**src/rtl/simd_blend_pkg.sv**
```systemverilog
package simd_blend_pkg;

  localparam int unsigned IMM_W = 8;

  typedef enum logic [2:0] {
    OP_VAR_B = 3'b000,
    OP_IMM_W = 3'b001,
    OP_IMM_D = 3'b010,
    OP_IMM_Q = 3'b011,
    OP_VAR_D = 3'b100,
    OP_VAR_Q = 3'b101
  } blend_op_e;

endpackage

```
**src/rtl/simd_blend_sel.sv**
```systemverilog
// Expands immediate or vector mask into one select bit per byte lane.
module simd_blend_sel
  import simd_blend_pkg::*;
#(
  parameter int unsigned VEC_W = 128,
  localparam int unsigned NB   = VEC_W / 8
) (
  input  logic [2:0]       op_i,
  input  logic [IMM_W-1:0] imm_i,
  input  logic [VEC_W-1:0] mask_i,
  output logic [NB-1:0]    sel_o
);

  for (genvar b = 0; b < NB; b++) begin : g_lane
    localparam int unsigned WI = b / 2;
    localparam int unsigned DI = b / 4;
    localparam int unsigned QI = b / 8;

    logic imm_w, imm_d, imm_q;
    // element index beyond the immediate width never selects the source
    assign imm_w = (WI < IMM_W) ? imm_i[WI % IMM_W] : 1'b0;
    assign imm_d = (DI < IMM_W) ? imm_i[DI % IMM_W] : 1'b0;
    assign imm_q = (QI < IMM_W) ? imm_i[QI % IMM_W] : 1'b0;

    always_comb begin
      case (op_i)
        OP_VAR_B: sel_o[b] = mask_i[8*b + 7];
        OP_IMM_W: sel_o[b] = imm_w;
        OP_IMM_D: sel_o[b] = imm_d;
        OP_IMM_Q: sel_o[b] = imm_q;
        OP_VAR_D: sel_o[b] = mask_i[32*DI + 31];
        OP_VAR_Q: sel_o[b] = mask_i[64*QI + 63];
        default:  sel_o[b] = 1'b0;
      endcase
    end
  end

endmodule

```
**src/rtl/simd_blend_merge.sv**
```systemverilog
module simd_blend_merge #(
  parameter int unsigned VEC_W = 128,
  localparam int unsigned NB   = VEC_W / 8
) (
  input  logic [NB-1:0]    sel_i,
  input  logic [VEC_W-1:0] dst_i,
  input  logic [VEC_W-1:0] src_i,
  output logic [VEC_W-1:0] res_o
);

  for (genvar b = 0; b < NB; b++) begin : g_lane
    assign res_o[8*b +: 8] = sel_i[b] ? src_i[8*b +: 8] : dst_i[8*b +: 8];
  end

endmodule

```
**src/rtl/simd_blend.sv**
```systemverilog
module simd_blend
  import simd_blend_pkg::*;
#(
  parameter int unsigned VEC_W = 128,
  localparam int unsigned NB   = VEC_W / 8
) (
  input  logic             clk_i,
  input  logic             rst_ni,
  input  logic             in_valid_i,
  input  logic [2:0]       op_i,
  input  logic [IMM_W-1:0] imm_i,
  input  logic [VEC_W-1:0] dst_i,
  input  logic [VEC_W-1:0] src_i,
  input  logic [VEC_W-1:0] mask_i,
  output logic             out_valid_o,
  output logic [VEC_W-1:0] res_o
);

  logic [NB-1:0]    sel;
  logic [VEC_W-1:0] blend_d;
  logic [VEC_W-1:0] res_q;
  logic             vld_q;

  simd_blend_sel #(.VEC_W(VEC_W)) u_sel (
    .op_i   (op_i),
    .imm_i  (imm_i),
    .mask_i (mask_i),
    .sel_o  (sel)
  );

  simd_blend_merge #(.VEC_W(VEC_W)) u_merge (
    .sel_i (sel),
    .dst_i (dst_i),
    .src_i (src_i),
    .res_o (blend_d)
  );

  always_ff @(posedge clk_i or negedge rst_ni) begin
    if (!rst_ni) begin
      vld_q <= 1'b0;
      res_q <= '0;
    end else begin
      vld_q <= in_valid_i;
      if (in_valid_i) res_q <= blend_d;
    end
  end

  assign out_valid_o = vld_q;
  assign res_o       = res_q;

  p_valid_rise_r9: assert property (@(posedge clk_i) disable iff (!rst_ni)
    in_valid_i |=> out_valid_o);

  p_valid_drop_r10: assert property (@(posedge clk_i) disable iff (!rst_ni)
    !in_valid_i |=> !out_valid_o);

  p_hold_r10: assert property (@(posedge clk_i) disable iff (!rst_ni)
    !in_valid_i |=> $stable(res_o));

  p_passthru_r8: assert property (@(posedge clk_i) disable iff (!rst_ni)
    (in_valid_i && op_i[2] && op_i[1]) |=> (res_o == $past(dst_i)));

  p_no_sel_r8: assert property (@(posedge clk_i) disable iff (!rst_ni)
    (op_i[2] && op_i[1]) |-> (sel == '0));

  p_full_src_r2: assert property (@(posedge clk_i) disable iff (!rst_ni)
    (in_valid_i && op_i == OP_IMM_W && imm_i == 8'hFF) |=> (res_o == $past(src_i)));

endmodule

```
**config.mk**
```make
export PLATFORM = sky130hd
export DESIGN_NAME = simd_blend
export DESIGN_NICKNAME = d
export VERILOG_FILES = /design/src/rtl/simd_blend_pkg.sv /design/src/rtl/simd_blend_sel.sv /design/src/rtl/simd_blend_merge.sv /design/src/rtl/simd_blend.sv
export SDC_FILE = /design/constraint.sdc
export NUM_CORES = 1
export LEC_CHECK = 0
export BUFFER_PORTS_ARGS = -buffer_cell sky130_fd_sc_hd__buf_2
export CAP_MARGIN = 20
export CORE_AREA = 8 8 198 200
export CTS_BUF_LIST = sky130_fd_sc_hd__clkbuf_4
export DETAILED_ROUTE_END_ITERATION = 16
export DIE_AREA = 0 0 206 208
export GPL_TIMING_DRIVEN = 0
export PLACE_DENSITY = 0.48
export SYNTH_ARGS = -nofsm -noshare
export SYNTH_HDL_FRONTEND = slang
export SYNTH_SLANG_ARGS = --single-unit
```
**constraint.sdc**
```tcl
create_clock -name clk_i -period 1 [get_ports clk_i]
set_input_delay 0.1 -clock clk_i [delete_from_list [all_inputs] [get_ports clk_i]]
set_output_delay 0.1 -clock clk_i [all_outputs]
set_load 0.01 [all_outputs]
```
==> impl_results.md <==
* WP data required at 0.90 ns
* Finished Cell Area at roughly 14000 um^2
* Drt total wl at between 30000 and 40000 um
* Nets at 1909
* Syn nets at between 1000 and 1500
* EDFF count, synth at 0
* Largest net degree at the start of global routing at 68
* Fmax at around 0.77 GHz
* M3 GR Usage at 0.05827
* Post-synth top area cell: dfrtp_1
* Kind of critical path: reg2out
* 1st-pass router iterations at 5
* Max Slew Vio Count at 0
* Die height at between 200 and 250 um
* Critical-path maximum fanout at 2
* Reg-to-reg startpoint: res_o[100]
* CTS tree: done
* Core area at about 36000 um^2
* Worst-path cell chain: buf_2
* Minimum clock period at around 1.3 ns
* R2R setup slack at around 0.04 ns
* Final worst-path cycle share at 1.290
* Grt ovf at 0
* Met1 Resource Use GR at 0.2054
* Slew margin rel. at 0.5339
* # Max-Cap Violations at 0
* Hold Path Class: in2reg
* Worst Hold Path EP: res_o[93]
* DIE AREA at 42850 um^2
* Top-Level Pins at ~530
* Via density per instance at around 4.6
* Area Growth Syn to Fin at 103.5%
* DRC at 0
* P_leak at ~6.4 nW
* First-pass GRT wire length at 57860 um
* Clk sinks at roughly 130
* Final Worst Setup Slack at -0.2904 ns
* Total CTS buffers at 17
* Failing checks: hold timing, setup timing
* RSZ-0062 raised after global routing: true
* Top-count cell post-synth: dfrtp_1
* Maximum clock path buffer count at 2
* Hold Crit Start: mask_i[95]
* DP Area at 9781 um^2
* Synth warn at 0
* Least-Margin Pin Slew at around 0.7 ns
* H-tree depth at 4
* Pwr Density at approximately 1200 nW/um^2
* Synth area leaders: dfrtp_1, a31oi_1, mux2i_1
* Worst path bufs/invs at 1
* Hold Path Depth at 4
* Placer Congestion at 0.8024
* Fin. Hold Viols at 1
* DP HPWL at approximately 28000 um
* RR Endpoint: res_o[100]
* Hold slack at -0.0001154 ns
* Synth unique cells at 48
* VDD IR-drop max at ~680 uV
* Reg clk slew, reported paths at 0.14 ns
* Via count at a little over 9000
* Sequential cell area fraction in the yosys report at 0.4653
* Row cnt at 70
* Cell family with the largest share of critical-path delay: flip-flops
* Initial DRC count at approximately 440
* Grt met2 use at 0.2920
* CP peak stage delay at around 0.44 ns
* Area share of the largest cell type after synthesis at 0.4653
* I/O Buffers at 413
* Post-synth ARST share at 1.000
* FF+latch count, synth at 129
* CP Capture Type: output pin
* CTS Root Cell: clkbuf_4
* Post-synth top cells: dfrtp_1, nor2_1, a31oi_1
* Syn Inst Count at 739
* Clk_lat worst skew at 0.58 ns
* GRT busiest layer: met2
* Vias in the first global route at 9780
* Worst r2r path cells at 3
* Final number of setup-violating endpoints at 134
* Final clock skew at 0 ns
* CP arrival at between 1 and 1.5 ns
* Sum of negative setup slack at -30.08 ns
* CTS Hold Buffers Added at 260
* Wire per inst at about 20 um
* Starting Density at 0.1923
* Syn avg cell area at ~9.4 um^2
* Critical path startpoint category: flip-flop
* GRT Total Usage at 0.1756
* Status: finished with violations
* Ys flop type: dfrtp_1
* Share of cells above drive strength 1 at 0.4255
* Initial antenna violation count at 10
* Worst path slowest cell: dfrtp_1
* Synth Cell Area at about 6900 um^2
* Die outline width at approximately 210 um
* Routed Antenna Nets at 0
[cell type report]
type / count / area [um^2]
diodes: 2 / 5.005
well taps: 468 / 585.6
flip-flops and latches: 129 / 3228
plain buffers: 61 / 432.9
inverters: 3 / 16.27
clock buffers: 17 / 127.6
repair buffers: 754 / 5943
multi-input cells: 545 / 3606
clock inverters: 14 / 171.4
fillers: 3560 / 21970
[cells by family after synthesis]
logic type      count (synthesis)  share of synthesized area
buf+inv                        65                    0.04472
compound gates                259                     0.2379
flops                         129                     0.4653
mux                            47                    0.07033
simple gates                  239                     0.1818
[registers in the layout, summed over array words and instances, names as in the netlist]
name and flops:
out_valid_o 1, res_o 128
[cells in the final DEF, fill, tap and decap left out, types with 3 or more instances in the layout]
master / instances
nand3b_1: 9
a31oi_1: 71
mux2i_1: 30
buf_2: 335
o221ai_4: 3
a21oi_1: 52
bufinv_16: 4
nor2_4: 4
or3b_2: 6
buf_6: 92
nand2b_1: 6
mux2i_2: 8
dlygate4sd3_1: 260
o21ai_0: 40
clkinv_1: 6
buf_12: 13
and2_0: 4
o31a_1: 24
nand2_1: 6
o21a_1: 24
clkbuf_2: 28
o21ai_1: 32
clkbuf_1: 8
nor2_1: 105
buf_4: 68
or2_4: 3
clkbuf_4: 23
or2_2: 22
mux2i_4: 5
nor3b_1: 22
dfrtp_1: 129
nand3_1: 34
[stage by stage]
stage                     worst slack (ns)  total power [W]  hold slack (ns)  cells    util
after floorplan                    -0.4174         0.008330          -0.1956    739       -
after global placement              -2.309          0.01046           0.2441   1620  0.2701
after detailed placement            -1.262          0.01050           0.1407   1621  0.2710
after CTS                          -0.3752          0.01620         -0.06978   1954  0.3740
after global routing               -0.4135          0.01750         -0.05375   1993  0.3912
final                              -0.2904          0.01659       -0.0001154   1993  0.3912
[per-layer routing]
metal  vias up  share of wire
li1       4239              -
met1      4284           0.40
met2       438           0.48
met3        95          0.082
met4        14          0.034
met5         -         0.0020
[worst max-delay path by stage]
stage	start	end	slack (ns)	cells past startpoint
after floorplan	op_i[0]	res_o[56]	-0.42	7
after global placement	rst_ni	res_o[74]	-2.31	1
after detailed placement	in_valid_i	res_o[62]	-1.26	6
after CTS	res_o[69]	res_o[69]	-0.38	1
after global routing	res_o[69]	res_o[69]	-0.41	1
final	res_o[69]	res_o[69]	-0.29	1
[power breakdown]
| part | switching [W] | internal, W |
|---|---|---|
| registers | 0.000453 | 0.00587 |
| clock network | 0.00221 | 0.00191 |
| logic | 0.00270 | 0.00345 |
[timing repair]
item | 4_1_cts | 5_1_grt
hold endpoints to repair | 258 | 6
cloned | 0 | 0
pin swaps | 10 | 5
resized for setup | 118 | 54
buffers inserted | 42 | 38
setup endpoints to repair | 253 | 191
No activity file was read; power rests on OpenSTA's default activity.
